## config.mk

```make
export PLATFORM = sky130hd
export DESIGN_NAME = wavegen_timer
export DESIGN_NICKNAME = d
export VERILOG_FILES = /design/src/rtl/wg_pkg.sv /design/src/rtl/wg_counter.sv /design/src/rtl/wg_compare.sv /design/src/rtl/wg_outctl.sv /design/src/rtl/wavegen_timer.sv
export SDC_FILE = /design/constraint.sdc
export NUM_CORES = 1
export LEC_CHECK = 0
export ABC_AREA = 1
export BUFFER_PORTS_ARGS = -buffer_cell sky130_fd_sc_hd__buf_2
export CELL_PAD_IN_SITES_DETAIL_PLACEMENT = 0
export CELL_PAD_IN_SITES_GLOBAL_PLACEMENT = 1
export CORE_ASPECT_RATIO = 1.1
export CORE_MARGIN = 2
export CORE_UTILIZATION = 31
export DETAILED_ROUTE_END_ITERATION = 12
export PLACE_DENSITY_LB_ADDON = 0.1
export RECOVER_POWER = 50
export SETUP_SLACK_MARGIN = 0.15
export SLEW_MARGIN = 20
export SYNTH_ARGS = -nofsm -noshare
export SYNTH_HDL_FRONTEND = slang
export SYNTH_SLANG_ARGS = --single-unit
```

## constraint.sdc

```tcl
create_clock -name clk -period 1.3 [get_ports clk]
set_clock_uncertainty 0.1 [all_clocks]
set_input_delay 0.13 -clock clk [delete_from_list [all_inputs] [get_ports clk]]
set_output_delay 0.13 -clock clk [all_outputs]
set_load 0.005 [all_outputs]
```

## src/rtl/wg_pkg.sv

```systemverilog
package wg_pkg;

   typedef enum logic [1:0] {
      WM_NORMAL = 2'b00,
      WM_CTC    = 2'b01,
      WM_FAST   = 2'b10,
      WM_RSVD   = 2'b11
   } wmode_e;

   typedef enum logic [1:0] {
      CO_OFF    = 2'b00,
      CO_TOGGLE = 2'b01,
      CO_CLEAR  = 2'b10,
      CO_SET    = 2'b11
   } cmode_e;

   typedef struct packed {
      logic hit;
      logic wrap;
      logic suppress;
      logic fast;
   } evt_t;

endpackage

```

## src/rtl/wg_counter.sv

```systemverilog
module wg_counter #(
   parameter int unsigned CNT_W = 8
) (
   input  logic             clk,
   input  logic             rst_n,
   input  logic             tick,
   input  logic [CNT_W-1:0] top,
   output logic [CNT_W-1:0] cnt,
   output logic             wrap,
   output logic             ovf_q
);

   localparam logic [CNT_W-1:0] ONE = CNT_W'(1);

   assign wrap = tick && (cnt == top);

   always_ff @(posedge clk) begin
      if (!rst_n) begin
         cnt   <= '0;
         ovf_q <= 1'b0;
      end else begin
         ovf_q <= wrap;
         if (tick) begin
            cnt <= wrap ? '0 : cnt + ONE;
         end
      end
   end

endmodule

```

## src/rtl/wg_compare.sv

```systemverilog
module wg_compare
   import wg_pkg::*;
#(
   parameter int unsigned CNT_W = 8
) (
   input  logic             clk,
   input  logic             rst_n,
   input  logic             tick,
   input  logic [CNT_W-1:0] cnt,
   input  logic [CNT_W-1:0] cmp_val,
   input  logic [1:0]       cmp_mode,
   input  logic [1:0]       wave_mode,
   input  logic             top_sel,
   output logic [CNT_W-1:0] top,
   output logic             hit,
   output logic             suppress,
   output logic             fast,
   output logic             match_q
);

   localparam logic [CNT_W-1:0] ALL_ONES = {CNT_W{1'b1}};

   logic top_from_cmp;

   assign fast         = (wmode_e'(wave_mode) == WM_FAST);
   assign top_from_cmp = (wmode_e'(wave_mode) == WM_CTC) || (fast && top_sel);
   assign top          = top_from_cmp ? cmp_val : ALL_ONES;
   assign hit          = tick && (cnt == cmp_val);
   assign suppress     = fast && cmp_mode[1] && (cmp_val == top);

   always_ff @(posedge clk) begin
      if (!rst_n) begin
         match_q <= 1'b0;
      end else begin
         match_q <= hit;
      end
   end

endmodule

```

## src/rtl/wg_outctl.sv

```systemverilog
module wg_outctl
   import wg_pkg::*;
(
   input  logic       clk,
   input  logic       rst_n,
   input  evt_t       evt,
   input  logic [1:0] cmp_mode,
   input  logic       top_sel,
   input  logic       dir_en,
   output logic       level,
   output logic       drive_en
);

   logic   lvl_nxt;
   logic   connected;
   cmode_e act;

   assign act       = cmode_e'(cmp_mode);
   assign connected = (act != CO_OFF) && !(evt.fast && act == CO_TOGGLE && !top_sel);
   assign drive_en  = connected && dir_en;

   always_comb begin
      lvl_nxt = level;
      if (evt.fast) begin
         unique case (act)
            CO_TOGGLE: if (evt.hit && top_sel) lvl_nxt = ~level;
            CO_CLEAR: begin
               if (evt.hit && !evt.suppress) lvl_nxt = 1'b0;
               if (evt.wrap)                 lvl_nxt = 1'b1;
            end
            CO_SET: begin
               if (evt.hit && !evt.suppress) lvl_nxt = 1'b1;
               if (evt.wrap)                 lvl_nxt = 1'b0;
            end
            default: lvl_nxt = level;
         endcase
      end else begin
         unique case (act)
            CO_TOGGLE: if (evt.hit) lvl_nxt = ~level;
            CO_CLEAR:  if (evt.hit) lvl_nxt = 1'b0;
            CO_SET:    if (evt.hit) lvl_nxt = 1'b1;
            default:   lvl_nxt = level;
         endcase
      end
   end

   always_ff @(posedge clk) begin
      if (!rst_n) begin
         level <= 1'b0;
      end else begin
         level <= lvl_nxt;
      end
   end

endmodule

```

## src/rtl/wavegen_timer.sv

```systemverilog
module wavegen_timer
   import wg_pkg::*;
#(
   parameter int unsigned CNT_W = 8
) (
   input  logic             clk,
   input  logic             rst_n,
   input  logic             tick,
   input  logic [CNT_W-1:0] cmp_val,
   input  logic [1:0]       cmp_mode,
   input  logic [1:0]       wave_mode,
   input  logic             top_sel,
   input  logic             dir_en,
   output logic             wave_out,
   output logic             out_en,
   output logic             match_flag,
   output logic             ovf_flag
);

   generate
      if (CNT_W < 2 || CNT_W > 32) begin : g_bad_width
         $error("wavegen_timer: CNT_W must lie in 2..32");
      end
   endgenerate

   logic [CNT_W-1:0] cnt;
   logic [CNT_W-1:0] top;
   logic             wrap;
   logic             hit;
   logic             suppress;
   logic             fast;
   evt_t             evt;

   wg_counter #(.CNT_W(CNT_W)) u_cnt (
      .clk   (clk),
      .rst_n (rst_n),
      .tick  (tick),
      .top   (top),
      .cnt   (cnt),
      .wrap  (wrap),
      .ovf_q (ovf_flag)
   );

   wg_compare #(.CNT_W(CNT_W)) u_cmp (
      .clk       (clk),
      .rst_n     (rst_n),
      .tick      (tick),
      .cnt       (cnt),
      .cmp_val   (cmp_val),
      .cmp_mode  (cmp_mode),
      .wave_mode (wave_mode),
      .top_sel   (top_sel),
      .top       (top),
      .hit       (hit),
      .suppress  (suppress),
      .fast      (fast),
      .match_q   (match_flag)
   );

   assign evt = '{hit: hit, wrap: wrap, suppress: suppress, fast: fast};

   wg_outctl u_out (
      .clk      (clk),
      .rst_n    (rst_n),
      .evt      (evt),
      .cmp_mode (cmp_mode),
      .top_sel  (top_sel),
      .dir_en   (dir_en),
      .level    (wave_out),
      .drive_en (out_en)
   );

endmodule

```

==> impl_results.md, run 1 <==
- WS Path Type: register to register
- Most frequent cells in the layout: nand2_1, buf_2, inv_1
- R2R Path Start: u_cnt.cnt[5]
- Layout cells sized above 1: 0.4892
- CP Capture Type: register
- WP depth: 9
- CP delay by family, top: simple AND/OR/NAND/NOR gates
- Worst-path fanout max: 5
- Final setup viols: 5
- Cell-internal power: 555.6 uW
- Buffers on Ports: 20
- Logic pwr share: 0.260
- Antenna violations before repair: 0
- Synth area leader: dfxtp_1
- First drt pass iteration count: 4
- Min-delay worst type: input pin to register
- Syn Area/Cell: 5.952 sq um
- Syn nets: 162
- Sw Share: 0.3124
- Routability-driven placement congestion ratio: 0.7668
- Cells after DPL: 212
- Fillers: 287
- Nets: 205
- Clock power share: 0.305
- DRC viols: 0
- Die Height: 59.15 um
- Largest net degree at the start of global routing: 8
- Failing checks: negative setup slack
- Final critical-path required period: 1.402 ns
- Rel. slew slack: 0.8836
- Sw Pwr: 252.5 uW
- Post-synth cell types: 22
- Worst-Margin Slew: 0.1736 ns
- Critical Path RT: 1.37 ns
- Delay of the slowest cell on the worst path: 0.38 ns
- RSZ-0062 raised after global routing: true
- Final Max Tran Viols: 0
- Via count: 966
- Initial Util: 0.3171
- Routed WL: 2.281 mm
- Final setup margin: -0.1018 ns
- Synth area leaders: dfxtp_1, nand2_1, nor2_1
- CTS Sinks: 11
- Max Buffers Root-to-Sink: 2
- # diodes: 0
- Final period utilization: 1.078
- Detailed Place HPWL: 1.869 mm
- Routed Antenna Nets: 0
- Hold-fix buffers at CTS: 0
- Hold Vio Cnt, Final: 0
- CP endpoint: u_out.level
- Number of synthesized register bits: 11
- Commonest non-fill, non-tap cell in the layout: nand2_1
- Average vias per placed instance: 4.411
- Vias in the first global route: 866
- Ys Warns: 0
- GRT overflow: 0
- Leak: 0.6434 nW
- Reg clk slew, reported paths: 0.08 ns
- Final core utilization: 0.4792
- Capturing point of the worst reg2reg path: u_out.level
- Clock buffer count from CTS: 3
- Sequential power share: 0.434
- Cell area after synthesis: 857.1 sq um
- Cells after Synth: 144
- Pwr dens: 624.0 nW/um^2
- FMAX: 713.4 MHz
- Critical path startpoint category: register
- Die X: 54.14 um
- Total GRT Usage: 0.1633
- CTS tree: built
- Max-Cap Viols: 0
- Flop2flop setup slack: -0.10 ns
- Die area: 3202 sq um
- Register area share after synthesis: 0.2569
- CP Buf/Inv Count: 0
- Crit-path cells: nand2_2 -> nor2_2 -> a21oi_2 -> nor2_4 -> nand2_4 -> nand3_2 -> nand3_1 -> nor2_1 -> nor2_1
- Crit path DAT: 1.47 ns
- Non-Filler Instances: 219
- Outcome: finished with violations
- CP max-delay cell: dfxtp_4
- Core box area: 2703 sq um
- Area Overhead vs Synth: 51.09%
- Top-area cell type share of the netlist area: 0.2569
- WL/cell: 10.42 um
- Row Count: 20
- Peak VDD IR: 359.0 uV
- First-pass GRT wire length: 3.677 mm
- Critical Path Start: u_cnt.cnt[5]
- CP dominant cell by count: nor2_1
- FF-to-FF path depth: 9
- Clk_lat worst skew: 0.28 ns
- I/O Pins: 21
- H-tree Lvls: 1
- Initial DRC Count: 18
- Root buf cell: clkbuf_4
==> kinds of logic after synthesis <==
| group | share of synthesized area |
|---|---|
| flops | 0.2569 |
| fa+ha+maj | 0.01460 |
| compound gates | 0.07008 |
| buf+inv | 0.1095 |
| simple gates | 0.4978 |
| xor+xnor | 0.05109 |
==> worst min-delay path by stage <==
stage / cells past startpoint / to / slack [ns] / startpoint
global route: 3 / u_cnt.cnt[0] / 0.01 / rst_n
finish: 3 / u_cnt.cnt[0] / 0.03 / rst_n
detailed placement: 3 / u_cnt.cnt[0] / 0.31 / rst_n
global placement: 3 / u_cnt.cnt[0] / 0.32 / rst_n
CTS: 3 / u_cnt.cnt[0] / 0.02 / rst_n
floorplan: 2 / u_cnt.cnt[0] / 0.15 / rst_n
==> area by class of cell <==
| class | instances | area (sq um) | area share |
|---|---|---|---|
| inverters | 25 | 96.34 | 0.07440 |
| multi-input cells | 108 | 638.1 | 0.4928 |
| repair buffers | 38 | 252.7 | 0.1952 |
| clock buffers | 4 | 26.28 | 0.02029 |
| well taps | 33 | 41.29 | 0.03188 |
| flip-flops and latches | 11 | 240.2 | 0.1855 |
==> synth_stat cells <==
cell type  instances
a21oi_1            6
a21oi_2            2
and3_1             1
clkinv_1           1
dfxtp_1           11
ha_1               1
inv_1             19
inv_2              5
nand2_1           45
nand2_2            5
nand2_4            1
nand3_1           10
nand3_2            2
nand4_1            1
nor2_1            20
nor2_2             2
nor2_4             3
nor3_1             1
o21ai_0            1
o31ai_1            1
or2_2              1
xor2_1             5
==> flip-flops by register name, indices dropped and copies added (netlist names) <==
register	cells
u_cnt.cnt	8
u_cmp.match_q	1
u_out.level	1
u_cnt.ovf_q	1
==> power groups by stage <==
| stage | sequential (mW) | clock, mW | combinational [mW] |
|---|---|---|---|
| 2_1_floorplan | 0.361 | 0 | 0.100 |
| 3_3_place_gp | 0.362 | 0 | 0.177 |
| 3_5_place_dp | 0.363 | 0 | 0.178 |
| 4_1_cts | 0.352 | 0.254 | 0.197 |
| 5_1_grt | 0.352 | 0.272 | 0.236 |
| 6_report | 0.351 | 0.247 | 0.210 |
==> through the flow <==
stage / setup slack (ns) / TNS [ns] / total power [mW] / hold WS, ns / instance area (sq um)
after detailed placement: -0.1256 / -0.4708 / 0.5408 / 0.3111 / 1149
after global routing: -0.2100 / -1.160 / 0.8600 / 0.01439 / 1295
after global placement: -0.1017 / -0.3112 / 0.5391 / 0.3213 / 1149
after CTS: -0.1207 / -0.4222 / 0.8026 / 0.02424 / 1245
final: -0.1018 / -0.3080 / 0.8080 / 0.03081 / 1295
after floorplan: 0.004587 / 0 / 0.4617 / 0.1455 / 882.1
==> repair_timing <==
action | 4_1_cts | 5_1_grt
endpoints found under the setup margin | 11 | 12
pin swaps | 7 | 5
setup buffers | 2 | 1
gates resized for setup | 15 | 16
==> worst reg2reg max path, stage by stage (launching register included) <==
cell and delay [ns]:
dfxtp_4 0.38, nand2_2 0.07, nor2_2 0.15, a21oi_2 0.09, nor2_4 0.15, nand2_4 0.09
nand3_2 0.08, nand3_1 0.06, nor2_1 0.09, nor2_1 0.04
==> per-layer routing <==
layer / up-vias / GRT usage / routed length [um]
li1: 524 / - / -
met1: 426 / 0.1991 / 1049
met2: 12 / 0.2771 / 1130
met3: 4 / 0.02273 / 58
met4: 0 / 0.07500 / 42
met5: - / 0 / 0
Power figures use the tool's default switching activity.
==> run 2, diff against run 1 <==
--- a/config.mk
+++ b/config.mk
@@ -18,2 +18,3 @@
 export SETUP_SLACK_MARGIN = 0.15
+export SKIP_CTS_REPAIR_TIMING = 1
 export SLEW_MARGIN = 20
--- a/constraint.sdc
+++ b/constraint.sdc
@@ -4,2 +4,2 @@
 set_output_delay 0.13 -clock clk [all_outputs]
-set_load 0.005 [all_outputs]
+set_load 0.02 [all_outputs]
==> run 2 against run 1 <==
Effect of this change: the run still ends with negative setup slack left; core utilization up 0.14 points; global-route usage down 0.31 points; die area unchanged; combinational power up 4%; via count up 0.31%; non-clock buffer count unchanged; final cell count unchanged; maximum frequency down 1.4%; count of clock-buffer cells in the layout unchanged; sequential share of layout area up 0.14 points; critical path type unchanged; largest power group unchanged.
==> impl_results.md, run 2 (same netlist as run 1, synthesis figures left out) <==
- Core box area: 2703 sq um (unchanged)
- H-tree Lvls: 1 (unchanged)
- CP Capture Type: register
- Crit path DAT: 1.49 ns (+0.02 ns)
- RSZ-0062 raised after global routing: true
- Clk_lat worst skew: 0.27 ns (about the same)
- GRT overflow: 0 (unchanged)
- Fillers: 286 (-0.35%)
- Max reg flops: 8 (unchanged)
- Final core utilization: 0.4806 (+0.001389)
- Hold Vio Cnt, Final: 0 (unchanged)
- Min-delay worst type: input pin to register
- DRC viols: 0 (unchanged)
- Average vias per placed instance: 4.425 (+0.31%)
- Sequential power share: 0.431 (-0.003)
- First-pass GRT wire length: 3.615 mm (-1.7%)
- Initial DRC Count: 18 (unchanged)
- Buffers on Ports: 20 (unchanged)
- Sw Share: 0.3161 (+0.003645)
- Peak VDD IR: 450.7 uV (+26%)
- Logic pwr share: 0.271 (+0.011)
- Critical Path RT: 1.37 ns (about the same)
- Die X: 54.14 um (unchanged)
- Die Height: 59.15 um (unchanged)
- Failing checks: negative setup slack
- Commonest non-fill, non-tap cell in the layout: nand2_1
- Pwr Total: 805.1 uW (-0.37%)
- Routability-driven placement congestion ratio: 0.7668 (unchanged)
- HP Start: rst_n
- Antenna violations before repair: 0 (unchanged)
- Flop2flop setup slack: -0.12 ns (-0.02 ns)
- Most frequent cells in the layout: nand2_1, buf_2, buf_4
- Clock power share: 0.298 (-0.007)
- CTS tree: built
- Final setup margin: -0.1220 ns (-0.02018 ns)
- Final Max Tran Viols: 0 (unchanged)
- Reg with most FFs: u_cnt.cnt
- Worst-Margin Slew: 0.2460 ns (+0.07243 ns)
- Sw Pwr: 254.5 uW (+0.79%)
- Critical path startpoint category: register
- Detailed Place HPWL: 1.869 mm (unchanged)
- Max Buffers Root-to-Sink: 2 (unchanged)
- Grt met1 use: 0.2006 (+0.001555)
- CP endpoint: u_out.level
- Largest net degree at the start of global routing: 8 (unchanged)
- Via count: 969 (+0.31%)
- Initial Util: 0.3171 (unchanged)
- Rel. slew slack: 0.8367 (-0.04689)
- Final setup viols: 4 (-1)
- Outcome: finished with violations
- WL/cell: 10.51 um (+0.88%)
- Leak: 0.6441 nW (+0.10%)
- Final period utilization: 1.094 (+0.01553)
- Critical Path Start: u_cnt.cnt[1]
- # diodes: 0 (unchanged)
- R2R Path Start: u_cnt.cnt[1]
- Grt met3 use: 0.02273 (unchanged)
- Final critical-path required period: 1.422 ns (+0.02018 ns)
- Worst-path fanout max: 4 (-1)
- Max-Cap Viols: 0 (unchanged)
- Total GRT Usage: 0.1602 (-0.003071)
- Layout cells sized above 1: 0.4946 (+0.005376)
- Routed WL: 2.301 mm (+0.88%)
- Met2 Usage GRT: 0.2651 (-0.01205)
- Area Overhead vs Synth: 51.53%
- CTS Sinks: 11 (unchanged)
- Capturing point of the worst reg2reg path: u_out.level
- Cell-internal power: 550.6 uW (-0.90%)
- Vias in the first global route: 845 (-2.4%)
- Hold Slack: 0.03096 ns (+0.0001440 ns)
- Routed Antenna Nets: 0 (unchanged)
- I/O Pins: 21 (unchanged)
- Root buf cell: clkbuf_4
- Reg clk slew, reported paths: 0.07 ns (about the same)
- Row Count: 20 (unchanged)
- Pwr dens: 619.9 nW/um^2 (-0.66%)
- First drt pass iteration count: 4 (unchanged)
- Nets: 205 (unchanged)
- Die area: 3202 sq um (unchanged)
- FF-to-FF path depth: 11 (+2)
- Clock buffer count from CTS: 3 (unchanged)
- FMAX: 703.2 MHz (-1.4%)
- GR peak layer: met2
- WS Path Type: register to register
## run 2: cell counts in the layout (fill, tap and decap cells not counted)
No cell type changed its count.
## run 2: final cells by class
type                            instances  area [sq um]  share of cell area
Inverter                               25         96.34             0.07418
Clock buffer                            4         26.28             0.02023
Timing Repair Buffer                   38         251.5              0.1936
Tap cell                               33         41.29             0.03179
Multi-Input combinational cell        108         640.6              0.4933
Sequential cell                        11         242.7              0.1869
## run 2: power groups by stage
stage / registers, mW / logic [mW] / clock network, mW
6_report: 0.347 / 0.218 / 0.240
5_1_grt: 0.348 / 0.243 / 0.273
4_1_cts: 0.355 / 0.184 / 0.254
3_5_place_dp: 0.363 / 0.183 / 0
3_3_place_gp: 0.362 / 0.183 / 0
2_1_floorplan: 0.364 / 0.103 / 0
## run 2: stage by stage
step / setup TNS, ns / cell area (sq um) / setup WS (ns) / cells
floorplan: 0 / 882.1 / 0.004587 / 144
global placement: -0.3112 / 1149 / -0.1017 / 212
detailed placement: -0.4708 / 1149 / -0.1256 / 212
CTS: -0.6111 / 1175 / -0.1416 / 216
global route: -1.179 / 1299 / -0.2361 / 219
finish: -0.3385 / 1299 / -0.1220 / 219
## run 2: per-layer routing
metal,part of all wire,wire (um)
met5,0,0
met4,0.019,43
met3,0.027,61
met2,0.49,1133
met1,0.46,1062
## run 2: how the worst min path moves through the flow
stage / depth (start not counted) / slack, ns / to
2_1_floorplan: 2 / 0.15 / u_cnt.cnt[0]
3_3_place_gp: 3 / 0.32 / u_cnt.cnt[0]
3_5_place_dp: 3 / 0.31 / u_cnt.cnt[0]
4_1_cts: 3 / 0.03 / u_cnt.cnt[0]
5_1_grt: 3 / 0.01 / u_cnt.cnt[0]
6_report: 3 / 0.03 / u_cnt.cnt[0]
## run 2: critical path, stage by stage, from the launching register on
cell	delay [ns]
dfxtp_2	0.36
inv_1	0.06
nand2_2	0.07
nand2_2	0.06
nor2_4	0.09
nand2_4	0.07
nor2_4	0.12
nand2_4	0.09
nand3_2	0.08
nand3_1	0.07
nor2_1	0.10
nor2_1	0.04
==> run 3, diff against run 2 <==
- PLACE_DENSITY: not set -> 0.83
- PLACE_DENSITY_LB_ADDON: 0.1 -> not set
==> run 3 against run 2 <==
Effect of this change: the flow still finishes with violations (negative setup slack); critical path type unchanged; core utilization rose by 0.28 points; final cell count up 1.4%; critical path depth stayed put; sequential power barely moved.
==> impl_results.md, run 3 (same netlist as run 1, synthesis figures left out) <==
- Outcome: finished with violations
- Failing checks: negative setup slack
- Average vias per placed instance: 4.514 (+2.0%)
- Antenna violations before repair: 0 (unchanged)
- Row Count: 20 (unchanged)
- First drt pass iteration count: 4 (unchanged)
- Critical Path RT: 1.41 ns (+0.04 ns)
- Layout cells sized above 1: 0.4974 (+0.002731)
- Cell area after layout: 1306 sq um (+0.58%)
- Logic pwr share: 0.262 (-0.009)
- DRC viols: 0 (unchanged)
- Multi-input logic area: 628.1 sq um (-2.0%)
- Sw Pwr: 242.5 uW (-4.7%)
- Commonest non-fill, non-tap cell in the layout: nand2_1
- Root buf cell: clkbuf_4
- Max reg flops: 8 (unchanged)
- Max Buffers Root-to-Sink: 2 (unchanged)
- Worst hold stages: 3 (unchanged)
- Pwr Total: 787.1 uW (-2.2%)
- Buffers on Ports: 20 (unchanged)
- First-pass GRT wire length: 3.463 mm (-4.2%)
- Final core utilization: 0.4833 (+0.002777)
- Hold Slack: 0.03339 ns (+0.002434 ns)
- Reg with most FFs: u_cnt.cnt
- CP Buf/Inv Count: 2 (+1)
- Non-Filler Instances: 222 (+1.4%)
- Critical path startpoint category: register
- Most frequent cells in the layout: nand2_1, buf_4, buf_2
- Final Max Tran Viols: 0 (unchanged)
- CP delay by family, top: simple AND/OR/NAND/NOR gates
- Final period utilization: 1.131 (+0.03762)
- Delay of the slowest cell on the worst path: 0.39 ns (+0.03 ns)
- Final setup viols: 11 (+7)
- Max-Cap Viols: 0 (unchanged)
- Die area: 3202 sq um (unchanged)
- WS Path Type: register to register
- CTS tree: built
- Vias in the first global route: 869 (+2.8%)
- FF-to-FF path depth: 11 (unchanged)
- Largest net degree at the start of global routing: 8 (unchanged)
- Leak: 0.6396 nW (-0.70%)
- Cells after DPL: 214 (+0.94%)
- Die X: 54.14 um (unchanged)
- Sw Share: 0.3081 (-0.007976)
- Fillers: 274 (-4.2%)
- WP depth: 11 (unchanged)
- Final setup margin: -0.1709 ns (-0.04891 ns)
- Pre-CTS setup slack: -0.1608 ns (-0.03526 ns)
- I/O Pins: 21 (unchanged)
- Reg area: 242.7 sq um (unchanged)
- GRT overflow: 0 (unchanged)
- Nets: 208 (+1.5%)
- Total GRT Usage: 0.1491 (-0.01111)
- Routed WL: 2.221 mm (-3.5%)
- CP Capture Type: register
- Worst-Margin Slew: 0.2557 ns (+0.009671 ns)
- Post-place instance area: 1151 sq um (+0.22%)
- Core box area: 2703 sq um (unchanged)
- Die Height: 59.15 um (unchanged)
- Clock power share: 0.296 (-0.002)
- Setup TNS: -1.472 ns (-1.133 ns)
- Reg clk slew, reported paths: 0.07 ns (about the same)
- Crit-path cells: inv_4 -> nand2_2 -> nand2_2 -> nor2_2 -> nand2_2 -> nor2_4 -> buf_4 -> a21oi_1 -> nor2_1 -> nor2_2 -> nor2_1
- Area Overhead vs Synth: 52.41%
- Routed Antenna Nets: 0 (unchanged)
- Clk_lat worst skew: 0.27 ns (about the same)
- H-tree Lvls: 1 (unchanged)
- Routability-driven placement congestion ratio: 0.7769 (+1.3%)
- Detailed Place HPWL: 1.716 mm (-8.2%)
- Min-delay worst type: input pin to register
- CP dominant cell by count: nand2_2
- Sequential power share: 0.442 (+0.011)
- Clock buffer count from CTS: 3 (unchanged)
- Crit path DAT: 1.58 ns (+0.09 ns)
- CP max-delay cell: dfxtp_4
- Initial Util: 0.3171 (unchanged)
- Final critical-path required period: 1.471 ns (+0.04891 ns)
- FMAX: 679.9 MHz (-3.3%)
- Worst-path fanout max: 5 (+1)
- RSZ-0062 raised after global routing: true
- WL/cell: 10.00 um (-4.8%)
- Hold Vio Cnt, Final: 0 (unchanged)
- # diodes: 0 (unchanged)
- CTS Sinks: 11 (unchanged)
- Peak VDD IR: 371.9 uV (-17%)
- Rel. slew slack: 0.8285 (-0.008175)
- Pwr dens: 602.5 nW/um^2 (-2.8%)
- Initial DRC Count: 36 (+18)
- Via count: 1002 (+3.4%)
- Cell-internal power: 544.6 uW (-1.1%)
-- run 3: changes by cell type in the layout (fill, tap and decap cells not counted), moves of 2 or more --
cell / delta
a21oi_2: +2
nor2_2: +2
buf_4: +2
a21oi_1: -2
nand2_4: -2
nand2_1: +3
-- run 3: layout make-up --
type	instances	share of cell area
inverter	25	0.07375
sequential	11	0.1858
timing repair buffer	41	0.2079
clock buffer	4	0.02011
multi-input combinational	108	0.4808
tap	33	0.03161
-- run 3: path summary, 6_finish.rpt --
path | startpoint | to | slack, ns
setup / recovery | u_cnt.cnt[0] | u_out.level | -0.17
hold / removal | rst_n | u_out.level | 0.03
setup reg to reg | u_cnt.cnt[0] | u_out.level | -0.17
hold reg to reg | u_out.level | u_out.level | 0.44
-- run 3: per-layer routing --
| metal | share of wire | up-vias | track usage |
|---|---|---|---|
| met1 | 0.45 | 452 | 0.1763 |
| met5 | 0 | - | 0 |
| met2 | 0.50 | 14 | 0.2547 |
| met3 | 0.029 | 5 | 0.01515 |
| met4 | 0.021 | 0 | 0.08571 |
| li1 | - | 531 | - |
-- run 3: worst reg2reg max path, cell delays in order, from the launching register on --
cell     delay (ns)
dfxtp_4        0.39
inv_4          0.04
nand2_2        0.06
nand2_2        0.05
nor2_2         0.11
nand2_2        0.09
nor2_4         0.17
buf_4          0.13
a21oi_1        0.05
nor2_1         0.13
nor2_2         0.05
nor2_1         0.07
-- run 3: power groups by stage --
stage	clock, mW	combinational [mW]	sequential (mW)
2_1_floorplan	0	0.103	0.364
3_3_place_gp	0	0.177	0.363
3_5_place_dp	0	0.179	0.364
4_1_cts	0.237	0.180	0.356
5_1_grt	0.259	0.229	0.349
6_report	0.233	0.206	0.348
